### src/rtl/ea_pkg.sv
package ea_pkg;
  localparam int unsigned DATA_W  = 32;
  localparam int unsigned EXT_W   = 16;
  localparam int unsigned DISP8_W = 8;
  localparam int unsigned NUM_REG = 8;
  localparam int unsigned RNUM_W  = $clog2(NUM_REG);

  typedef enum logic [1:0] {
    KIND_DREG = 2'd0,
    KIND_AREG = 2'd1,
    KIND_MEM  = 2'd2,
    KIND_IMM  = 2'd3
  } opnd_kind_e;

  typedef enum logic [1:0] {
    SIZE_B = 2'd0,
    SIZE_W = 2'd1,
    SIZE_L = 2'd2
  } opnd_size_e;

  typedef enum logic [1:0] {
    ST_IDLE,
    ST_FETCH,
    ST_WAIT,
    ST_DONE
  } ea_state_e;

  function automatic logic [DATA_W-1:0] size_step(input logic [1:0] sz);
    case (sz)
      SIZE_L:  return DATA_W'(4);
      SIZE_W:  return DATA_W'(2);
      default: return DATA_W'(1);
    endcase
  endfunction

  function automatic logic [DATA_W-1:0] sext_ext(input logic [EXT_W-1:0] v);
    return {{(DATA_W-EXT_W){v[EXT_W-1]}}, v};
  endfunction

  function automatic logic [DATA_W-1:0] sext_d8(input logic [DISP8_W-1:0] v);
    return {{(DATA_W-DISP8_W){v[DISP8_W-1]}}, v};
  endfunction
endpackage

### src/rtl/ea_regfile.sv
module ea_regfile
  import ea_pkg::*;
#(
  parameter int unsigned DW   = DATA_W,
  parameter int unsigned NREG = NUM_REG,
  parameter int unsigned NRD  = 3,
  parameter int unsigned IW   = $clog2(NREG)
) (
  input  logic                   clk,
  input  logic                   rst_n,
  input  logic                   sup,
  input  logic                   wr_en,
  input  logic                   wr_is_addr,
  input  logic [IW-1:0]          wr_num,
  input  logic [DW-1:0]          wr_data,
  input  logic                   upd_en,
  input  logic [IW-1:0]          upd_num,
  input  logic [DW-1:0]          upd_data,
  input  logic [NRD-1:0]         rd_is_addr,
  input  logic [NRD-1:0][IW-1:0] rd_num,
  output logic [NRD-1:0][DW-1:0] rd_data
);
  localparam int unsigned SPN = NREG - 1;

  logic [DW-1:0] dreg [NREG];
  logic [DW-1:0] areg [SPN];
  logic [DW-1:0] usp_q;
  logic [DW-1:0] ssp_q;

  always_ff @(posedge clk) begin
    if (!rst_n) begin
      for (int i = 0; i < NREG; i++) dreg[i] <= '0;
      for (int i = 0; i < SPN; i++) areg[i] <= '0;
      usp_q <= '0;
      ssp_q <= '0;
    end else if (upd_en) begin
      if (upd_num == IW'(SPN)) begin
        if (sup) ssp_q <= upd_data;
        else     usp_q <= upd_data;
      end else begin
        areg[upd_num] <= upd_data;
      end
    end else if (wr_en) begin
      if (!wr_is_addr) begin
        dreg[wr_num] <= wr_data;
      end else if (wr_num == IW'(SPN)) begin
        if (sup) ssp_q <= wr_data;
        else     usp_q <= wr_data;
      end else begin
        areg[wr_num] <= wr_data;
      end
    end
  end

  for (genvar p = 0; p < NRD; p++) begin : g_rd
    always_comb begin
      if (!rd_is_addr[p])              rd_data[p] = dreg[rd_num[p]];
      else if (rd_num[p] == IW'(SPN))  rd_data[p] = sup ? ssp_q : usp_q;
      else                             rd_data[p] = areg[rd_num[p]];
    end
  end
endmodule

### src/rtl/ea_calc.sv
module ea_calc
  import ea_pkg::*;
#(
  parameter int unsigned DW = DATA_W,
  parameter int unsigned EW = EXT_W
) (
  input  logic [2:0]    mode,
  input  logic [2:0]    regn,
  input  logic [DW-1:0] base,
  input  logic [DW-1:0] idx_raw,
  input  logic          idx_long,
  input  logic [EW-1:0] ext,
  input  logic [EW-1:0] hold,
  input  logic [DW-1:0] ext_pc,
  output logic [DW-1:0] addr
);
  logic [DW-1:0] idx_v;
  logic [DW-1:0] d16;
  logic [DW-1:0] d8;

  always_comb begin
    idx_v = idx_long ? idx_raw : DW'(sext_ext(idx_raw[EW-1:0]));
    d16   = DW'(sext_ext(ext));
    d8    = DW'(sext_d8(ext[DISP8_W-1:0]));
    addr  = '0;
    case (mode)
      3'd5: addr = base + d16;
      3'd6: addr = base + idx_v + d8;
      3'd7: begin
        case (regn)
          3'd0:    addr = DW'(ext);
          3'd1:    addr = DW'({hold, ext});
          3'd2:    addr = ext_pc + d16;
          3'd3:    addr = ext_pc + idx_v + d8;
          default: addr = '0;
        endcase
      end
      default: addr = '0;
    endcase
  end
endmodule

### src/rtl/ea_unit.sv
module ea_unit
  import ea_pkg::*;
#(
  parameter logic [31:0] RESET_PC = 32'h0
) (
  input  logic        clk,
  input  logic        rst_n,
  input  logic        priv_mode,
  input  logic        pc_load,
  input  logic [31:0] pc_load_val,
  output logic [31:0] pc_out,
  input  logic        req_valid,
  output logic        req_ready,
  input  logic [2:0]  req_mode,
  input  logic [2:0]  req_reg,
  input  logic [1:0]  req_size,
  output logic        res_valid,
  input  logic        res_ready,
  output logic [1:0]  res_kind,
  output logic [2:0]  res_regnum,
  output logic [31:0] res_addr,
  output logic        res_illegal,
  output logic        fetch_valid,
  input  logic        fetch_ready,
  output logic [31:0] fetch_addr,
  input  logic        word_valid,
  input  logic [15:0] word_data,
  input  logic        wr_en,
  input  logic        wr_is_addr,
  input  logic [2:0]  wr_num,
  input  logic [31:0] wr_data,
  input  logic        rd_is_addr,
  input  logic [2:0]  rd_num,
  output logic [31:0] rd_data
);
  localparam int unsigned NRD      = 3;
  localparam int unsigned IDX_SEL  = 8;
  localparam int unsigned IDX_NUM  = 9;
  localparam int unsigned IDX_LONG = 12;

  ea_state_e state_q;
  logic [2:0]        mode_q, reg_q;
  logic              second_q;
  logic [EXT_W-1:0]  hold_q;
  logic [DATA_W-1:0] ext_pc_q, pc_q;
  logic [1:0]        kind_q;
  logic [2:0]        regnum_q;
  logic [DATA_W-1:0] addr_q;
  logic              illegal_q;

  logic [NRD-1:0]              rf_is_addr;
  logic [NRD-1:0][RNUM_W-1:0]  rf_num;
  logic [NRD-1:0][DATA_W-1:0]  rf_data;
  logic              upd_en;
  logic [DATA_W-1:0] upd_val, step, base, calc_addr;
  logic              idle, take, is7, want_fetch, want_two, is_imm, is_bad;

  always_comb begin
    idle       = (state_q == ST_IDLE);
    take       = idle && req_valid;
    is7        = (req_mode == 3'd7);
    want_fetch = (req_mode == 3'd5) || (req_mode == 3'd6) || (is7 && req_reg <= 3'd3);
    want_two   = is7 && (req_reg == 3'd1);
    is_imm     = is7 && (req_reg == 3'd4);
    is_bad     = is7 && (req_reg >= 3'd5);
    step       = size_step(req_size);

    rf_is_addr[0] = 1'b1;
    rf_num[0]     = idle ? req_reg : reg_q;
    rf_is_addr[1] = word_data[IDX_SEL];
    rf_num[1]     = word_data[IDX_NUM +: RNUM_W];
    rf_is_addr[2] = rd_is_addr;
    rf_num[2]     = rd_num;
    base          = rf_data[0];
    rd_data       = rf_data[2];

    upd_en  = take && ((req_mode == 3'd3) || (req_mode == 3'd4));
    upd_val = (req_mode == 3'd3) ? base + step : base - step;
  end

  ea_regfile #(.DW(DATA_W), .NREG(NUM_REG), .NRD(NRD), .IW(RNUM_W)) u_rf (
    .clk        (clk),
    .rst_n      (rst_n),
    .sup        (priv_mode),
    .wr_en      (wr_en),
    .wr_is_addr (wr_is_addr),
    .wr_num     (wr_num),
    .wr_data    (wr_data),
    .upd_en     (upd_en),
    .upd_num    (req_reg),
    .upd_data   (upd_val),
    .rd_is_addr (rf_is_addr),
    .rd_num     (rf_num),
    .rd_data    (rf_data)
  );

  ea_calc #(.DW(DATA_W), .EW(EXT_W)) u_calc (
    .mode     (mode_q),
    .regn     (reg_q),
    .base     (base),
    .idx_raw  (rf_data[1]),
    .idx_long (word_data[IDX_LONG]),
    .ext      (word_data),
    .hold     (hold_q),
    .ext_pc   (ext_pc_q),
    .addr     (calc_addr)
  );

  always_ff @(posedge clk) begin
    if (!rst_n) begin
      state_q   <= ST_IDLE;
      mode_q    <= '0;
      reg_q     <= '0;
      second_q  <= 1'b0;
      hold_q    <= '0;
      ext_pc_q  <= '0;
      pc_q      <= RESET_PC;
      kind_q    <= KIND_DREG;
      regnum_q  <= '0;
      addr_q    <= '0;
      illegal_q <= 1'b0;
    end else begin
      case (state_q)
        ST_IDLE: begin
          if (req_valid) begin
            mode_q    <= req_mode;
            reg_q     <= req_reg;
            kind_q    <= KIND_DREG;
            regnum_q  <= '0;
            addr_q    <= '0;
            illegal_q <= 1'b0;
            second_q  <= want_two;
            if (is_bad) begin
              illegal_q <= 1'b1;
              state_q   <= ST_DONE;
            end else if (want_fetch) begin
              state_q <= ST_FETCH;
            end else begin
              state_q <= ST_DONE;
              case (req_mode)
                3'd0: regnum_q <= req_reg;
                3'd1: begin
                  kind_q   <= KIND_AREG;
                  regnum_q <= req_reg;
                end
                3'd2, 3'd3: begin
                  kind_q <= KIND_MEM;
                  addr_q <= base;
                end
                3'd4: begin
                  kind_q <= KIND_MEM;
                  addr_q <= base - step;
                end
                default: begin
                  if (is_imm) begin
                    kind_q <= KIND_IMM;
                    addr_q <= pc_q + ((req_size == SIZE_B) ? DATA_W'(1) : DATA_W'(0));
                    pc_q   <= pc_q + ((req_size == SIZE_L) ? DATA_W'(4) : DATA_W'(2));
                  end
                end
              endcase
            end
          end
        end
        ST_FETCH: begin
          if (fetch_ready) begin
            ext_pc_q <= pc_q;
            state_q  <= ST_WAIT;
          end
        end
        ST_WAIT: begin
          if (word_valid) begin
            pc_q <= pc_q + DATA_W'(2);
            if (second_q) begin
              hold_q   <= word_data;
              second_q <= 1'b0;
              state_q  <= ST_FETCH;
            end else begin
              kind_q  <= KIND_MEM;
              addr_q  <= calc_addr;
              state_q <= ST_DONE;
            end
          end
        end
        default: begin
          if (res_ready) state_q <= ST_IDLE;
        end
      endcase
      if (pc_load) pc_q <= pc_load_val;
    end
  end

  assign req_ready   = (state_q == ST_IDLE);
  assign res_valid   = (state_q == ST_DONE);
  assign fetch_valid = (state_q == ST_FETCH);
  assign fetch_addr  = pc_q;
  assign pc_out      = pc_q;
  assign res_kind    = kind_q;
  assign res_regnum  = regnum_q;
  assign res_addr    = addr_q;
  assign res_illegal = illegal_q;
endmodule

### config.mk
export PLATFORM = sky130hd
export DESIGN_NAME = ea_unit
export DESIGN_NICKNAME = d
export VERILOG_FILES = /design/src/rtl/ea_pkg.sv /design/src/rtl/ea_regfile.sv /design/src/rtl/ea_calc.sv /design/src/rtl/ea_unit.sv
export SDC_FILE = /design/constraint.sdc
export NUM_CORES = 2
export LEC_CHECK = 0
export ABC_AREA = 1
export BUFFER_PORTS_ARGS = -buffer_cell sky130_fd_sc_hd__buf_2
export CAP_MARGIN = 20
export CORE_MARGIN = 4
export CORE_UTILIZATION = 40
export DETAILED_ROUTE_END_ITERATION = 7
export MAX_ROUTING_LAYER = met4
export PLACE_DENSITY = 0.67
export SLEW_MARGIN = 15
export SYNTH_ARGS = -nofsm -noshare
export SYNTH_HDL_FRONTEND = slang
export SYNTH_SLANG_ARGS = --single-unit
### constraint.sdc
create_clock -name clk -period 5.2 [get_ports clk]
set_input_delay 0 -clock clk [delete_from_list [all_inputs] [get_ports clk]]
set_output_delay 0 -clock clk [all_outputs]
set_load 0.02 [all_outputs]
Yosys cells after proc, flatten, opt, wreduce, memory -nomap -nowiden --
Memory sizes are Yosys's and may differ from the RTL's. Index checks and enable logic that the tools add are counted.
Storage, ports and cells: word-level logic and storage cells 195, output and inout port bits 137, RAM bits 480, memories kept 2, flip-flop bits (word level) 191, input bits 105
Operators by class: muxes and demuxes 92, $lt $le $gt $ge 2, eq/ne operators 40, reductions and logical operators 35, $add $sub $neg 11
Memory list:
- u_rf.dreg | words 8, bits a word 32, read ports 2, clocked after memory_dff 0, wr ports 8, RTL line ea_regfile.sv:25 | logic [DW-1:0] dreg [NREG];
- u_rf.areg | words 7, bits a word 32, read ports 3, clocked after memory_dff 0, wr ports 7, RTL line ea_regfile.sv:26 | logic [DW-1:0] areg [SPN];
Operators by type and width (count):
- 32-bit two-way mux | 38
- 32-bit adder | 7
- 32-bit one-hot mux with 3 select lines | 2
- 32-bit one-hot mux with 2 select lines | 2
- 32-bit one-hot mux with 4 select lines | 1
- 32-bit OR reduction | 3
- 3-bit == test (second input constant) | 13
- 32-bit by 1-bit adder with 32-bit output | 1
- 32-bit by 2-bit adder with 32-bit output (second input constant) | 1
- 32-bit by 3-bit adder with 32-bit output | 1
- 32-bit subtractor | 1
- 2-bit two-way mux | 13
- 3-bit two-way mux | 8
- 1-bit two-way mux | 23
- 3-bit != test (second input constant) | 7
- 3-bit by 2-bit == test with 1-bit output (second input constant) | 4
- 2-bit != test (second input constant) | 6
- 2-bit one-hot mux with 3 select lines | 2
- 6-bit AND reduction | 2
- 3-bit by 1-bit == test with 1-bit output (second input constant) | 3
- 4-bit AND reduction | 2
- 2-bit nonzero test | 4
- 7-bit AND reduction | 1
- 2-bit == test (second input constant) | 3
- 19 further kinds | 32

Depth between registers and ports, before layout --
depth after elaboration 11, depth in mapped cells 35, gate-level depth less buffers 31

Cells and area by module --
A second synthesis with hierarchy kept.
Second synthesis, totals: cell total of the unflattened synthesis 8764, area, all modules 56968.4 um^2
By module, submodules not included:
- ea_regfile | sequential area each 16335.7 um^2, area each 36626.4 um^2, instances 1, cells each 5186
- ea_calc | sequential area each 0.0 um^2, area each 10719.0 um^2, instances 1, cells each 1967
- ea_unit | sequential area each 2542.4 um^2, area each 9623.0 um^2, instances 1, cells each 1611

Worst setup path before layout --
OpenSTA, ideal clock, no wires.
path type register to register, start reg state_q[1], end reg addr_q[17], in the netlist res_addr[17], library setup time 120 ps, cell stages (with the launch flop) 28, arrival 4401 ps, path slack 679 ps, period minus slack after synthesis 4521 ps, data required time 5080 ps, cell sequence dfxtp_1 -> buf_6 -> nor2_4 -> nand2_4 -> nand2_8 -> buf_6 -> buf_4 -> clkbuf_1 -> o21ai_0 -> o221ai_1 -> nand2_1 -> fa_1 -> inv_1 -> ha_1 -> fa_1 -> nand3_1 -> nand2_1 -> a21oi_1 -> o21ai_0 -> nand2_1 -> nand2_1 -> or2_2 -> nand3_1 -> nand2_1 -> inv_1 -> nand2_1 -> a21oi_1 -> a21oi_1
On the way: longest elaborated chain between the ends 10, elaborated cells between the ends (all ways) 23, those cells by class 4 x add/sub; 5 x eq/ne; 10 x mux; 3 x reduce/logical; 1 x memory
RTL lines:
- start, declared | RTL line ea_unit.sv:41 | ea_state_e state_q;
- start signal, assigned | RTL line ea_unit.sv:111 | state_q <= ST_IDLE;
- start signal, assigned | RTL line ea_unit.sv:135 | state_q <= ST_DONE;
- start signal, assigned | RTL line ea_unit.sv:137 | state_q <= ST_FETCH;
- 2-bit zero test *
- named net req_ready | RTL line ea_unit.sv:13 | output logic req_ready,
- 3-bit two-way mux | RTL line ea_unit.sv:69 | rf_num[0] = idle ? req_reg : reg_q;
- memory read 7 x 32 bit or 3-bit == test (tied branches)
- 32-bit two-way mux | RTL line ea_regfile.sv:58 | else if (rd_num[p] == IW'(SPN)) rd_data[p] = sup ? ssp_q : usp_q;
- 32-bit adder or 32-bit subtractor (tied branches) | RTL line ea_calc.sv:28, ea_unit.sv:152
- 32-bit adder or 32-bit one-hot mux with 3 select lines (tied branches) | RTL line ea_calc.sv:28, ea_unit.sv:140
- 32-bit one-hot mux with 3 select lines or 32-bit two-way mux (tied branches) | RTL line ea_calc.sv:26, ea_unit.sv:136
- 32-bit two-way mux (on tied branches) | RTL line ea_unit.sv:174, ea_unit.sv:133
- 32-bit two-way mux (on tied branches) | RTL line ea_unit.sv:172, ea_unit.sv:125
- 32-bit one-hot mux with 2 select lines | RTL line ea_unit.sv:123 | case (state_q)
- end signal, assigned | RTL line ea_unit.sv:148 | addr_q <= base;
- end signal, assigned | RTL line ea_unit.sv:152 | addr_q <= base - step;
- end signal, assigned | RTL line ea_unit.sv:180 | addr_q <= calc_addr;
- end, declared | RTL line ea_unit.sv:48 | logic [DATA_W-1:0] addr_q;
Mark *: on every way through the listed nets, which the timed path passes. The rest lies on a longest branch. The select of a mux whose other input is x is not followed. A chain may end at the register's enable or synchronous reset.

Worst setup path in the final report --
start reg state_q[0], end reg addr_q[10], in the netlist res_addr[10]
On the way: longest elaborated chain between the ends 10, elaborated cells between the ends (all ways) 23, those cells by class 4 x add/sub; 5 x eq/ne; 10 x mux; 3 x reduce/logical; 1 x memory
RTL lines (RTL line):
- 2-bit zero test | ea_unit.sv:59, ea_unit.sv:123
- 3-bit two-way mux | ea_unit.sv:69
- memory read 7 x 32 bit or 3-bit == test (tied branches)
- 32-bit two-way mux | ea_regfile.sv:58
- 32-bit adder or 32-bit subtractor (tied branches) | ea_calc.sv:28, ea_unit.sv:152
- 32-bit adder or 32-bit one-hot mux with 3 select lines (tied branches) | ea_calc.sv:28, ea_unit.sv:140
- 32-bit one-hot mux with 3 select lines or 32-bit two-way mux (tied branches) | ea_calc.sv:26, ea_unit.sv:136
- 32-bit two-way mux (on tied branches) | ea_unit.sv:174, ea_unit.sv:133
- 32-bit two-way mux (on tied branches) | ea_unit.sv:172, ea_unit.sv:125
- 32-bit one-hot mux with 2 select lines | ea_unit.sv:123
Parallel ways exist; a longest one is shown, timed or not. The select of a mux whose other input is x is not followed.

==> impl_metrics.json <==
{
  "max_stage_delay_ns": 0.44,
  "synth_edf_count": 448,
  "grt_pass1_vias": 53606,
  "worstHoldPathType": "input port to register",
  "cts_tree": "done",
  "antenna_found_initial": 7,
  "ant_nets": 0,
  "max-cap-violations": 0,
  "firstDrtPassIters": 8,
  "final_nets": 8086,
  "synth_area_um2": 52000,
  "layoutNonFillerInstCount": 9586,
  "syn-num-nets": 7867,
  "regArea_um2": 17900,
  "synth_top_cell_by_area": "edfxtp_1",
  "dr_total_vias": 58306,
  "start_kind": "register",
  "grt_max_degree": 112,
  "power.density_nw_per_um2": 425,
  "synth_area_per_cell_um2": 6.88,
  "yosysMostFrequentCell": "nand2_1",
  "synth_seq_cells": 671,
  "postCtsSetupBuffers": 0,
  "clk_pin_slew_worst_paths_ns": 0.06,
  "yosysSeqAreaShare_pct": 34.5,
  "worstSetupPathType": "register to register",
  "synthTopCellsByArea": "edfxtp_1, nand2_1, dfxtp_1, o21ai_0, a21oi_1",
  "synth.top_cell.area_share_pct": 25.9,
  "die_area_um2": 136000,
  "max_freq_mhz": 200,
  "finClkSkew_ns": 0.0693,
  "via_per_inst": 6.08,
  "place_inst": 9322,
  "num_rows": 132,
  "drtIter0Drc": 8562,
  "multi_input_area_um2": 29500,
  "failed_checks": "DRC",
  "fp.dieH_um": 369,
  "wl_um": 255000,
  "preCtsSetupSlack_ns": 0.202,
  "initial_core_util_pct": 40.2,
  "async_reset_ff_share_pct": 0,
  "htreeDepth": 3,
  "place_congestion": 1.07,
  "p_leak_uw": 0.0250,
  "worstPathMaxFanout": 20,
  "root_buffer": "clkbuf_16",
  "rsz0062_at_grt": "false",
  "die_x_um": 369,
  "setup_violations": 0,
  "setup_ws_ns": 0.212,
  "clock_path_buffers": 3,
  "crit_chain": "nor2_4 -> nand2_2 -> o21ai_4 -> buf_12 -> o21ai_0 -> o221ai_1 -> nand2_1 -> buf_12 -> inv_1 -> buf_4 -> ha_1 -> nand2_1 -> a21oi_1 -> a21oi_1 -> o21ai_1 -> buf_4 -> nand2_1 -> nand2_1 -> o21ai_0 -> nand3_1 -> a21oi_1 -> a21oi_1",
  "synth_cell_type_count": 66,
  "grt_use_total_pct": 37.1,
  "syn_inst": 7557,
  "endpoint_kind": "register",
  "clock-sinks": 671,
  "cts_made_buffers": 80,
  "overflow": 0,
  "wire_per_inst_um": 26.6,
  "portBuffers": 241,
  "vdd_ir_drop_max_mv": 0.312,
  "clock_latency_ns": 0.72,
  "finalCritPeriodShare_pct": 95.9,
  "syn2layout_area_growth_pct": 14.6,
  "postLayoutCoreUtil_pct": 46.1,
  "synth_flop_cell": "edfxtp_1",
  "hold_viol_final": 0,
  "yosysWarnings": 0,
  "fin_crit_ns": 4.99,
  "worst_pin_slew_ns": 1.16,
  "finalMaxSlewViolations": 0,
  "fin_tns_setup_ns": 0,
  "crit_arrival_ns": 5.54,
  "status": "finished, violations left",
  "worstPathRequired_ns": 5.75,
  "core-area_um2": 129000,
  "whs_ns": 0.0607,
  "drive_gt1_share_pct": 11.0,
  "dp_hpwl_um": 185000,
  "r2r_slack_ns": 0.21,
  "io_pins": 242,
  "drc_errors": 2,
  "fillers": 13000,
  "slew_headroom_pct": 21.6,
  "ys_top_cells_by_count": "nand2_1, nor2_1, o21ai_0",
  "slowest_stage": "a21oi_1",
  "grt_pass1_wl_um": 365000
}
==> power breakdown <==
part	total, µW	internal (µW)	switching, µW
sequential	6370	6030	340
combinational	13000	3820	9220
clock	5910	3360	2550
total	25300	13200	12100
==> kinds of logic (layout without fill, tap and decap cells) <==
kind of cell | after synthesis | count (layout) | share of synthesized area (%)
AO/OA/AOI/OAI | 1918 | 1918 | 20.3
AND/OR/NAND/NOR | 3542 | 3542 | 29.1
buffers and inverters | 1154 | 1435 | 9.07
adder cells (fa/ha/maj) | 205 | 205 | 5.93
other | 0 | 6 | 0
XOR/XNOR | 67 | 67 | 1.13
flip-flops | 671 | 671 | 34.5
==> layer usage <==
layer	part of all wire, %	vias up	GRT usage (%)
li1	-	26000	-
met2	42	4042	54.5
met3	12	913	8.00
met5	0	-	-
met1	37	27351	45.9
met4	8.4	0	24.8
==> repair_timing <==
| item | 4_1_cts | 5_1_grt |
|---|---|---|
| endpoints found under the setup margin | 0 | 6 |
| hold buffers | 114 | 0 |
| hold endpoints to repair | 515 | 0 |
| gates resized for setup | 0 | 4 |
==> through the flow <==
step	total power, µW	cell area, µm²
after floorplan	14000	52000
after global routing	26400	59600
after CTS	24900	59600
final	25300	59600
after detailed placement	18900	55700
after global placement	18900	55700
==> state kept, by name, summed over array words and instances (netlist names), 16 cells and up <==
name        cells
hold_q         16
u_rf.ssp_q     32
fetch_addr     32
u_rf.usp_q     32
res_addr       32
u_rf.areg     224
ext_pc_q       32
u_rf.dreg     256
==> final cells by class <==
cell class | instances | area share (%)
tap | 1742 | 3.66
clock inverter | 42 | 0.865
inverter | 682 | 4.32
multi-input combinational | 5732 | 49.5
timing repair buffer | 609 | 7.86
antenna | 6 | 0.0252
sequential | 671 | 30.0
clock buffer | 102 | 3.72
==> layout by cell type, fill, tap and decap left out, types with 53 or more instances in the layout <==
cell,count
nor2_1,973
clkbuf_16,83
xor2_1,53
edfxtp_1,448
fa_1,69
dlygate4sd3_1,114
ha_1,136
o22ai_1,75
o21ai_0,769
a31oi_1,59
dfxtp_1,223
nand2_1,1559
a21oi_1,743
nand2_2,57
o211ai_1,90
buf_2,235
nand3_1,698
inv_1,612
buf_4,226
==> worst paths after layout <==
path / startpoint / cells after the start / endpoint
max reg2reg: state_q[0] / 22 / res_addr[10]
min reg2reg: u_rf.ssp_q[1] / 2 / u_rf.ssp_q[1]
min: pc_load / 3 / fetch_addr[19]
max: state_q[0] / 22 / res_addr[10]
==> worst max-delay path, delay by kind of cell (launching register included) <==
| kind | cells | cell delay [ns] |
|---|---|---|
| DFF | 1 | 0.38 |
| buffers and inverters | 5 | 0.91 |
| and+or+nand+nor | 7 | 1.18 |
| AOI/OAI and AO/OA | 9 | 2.11 |
| adders and majority gates | 1 | 0.27 |
Power figures use the tool's default switching activity.
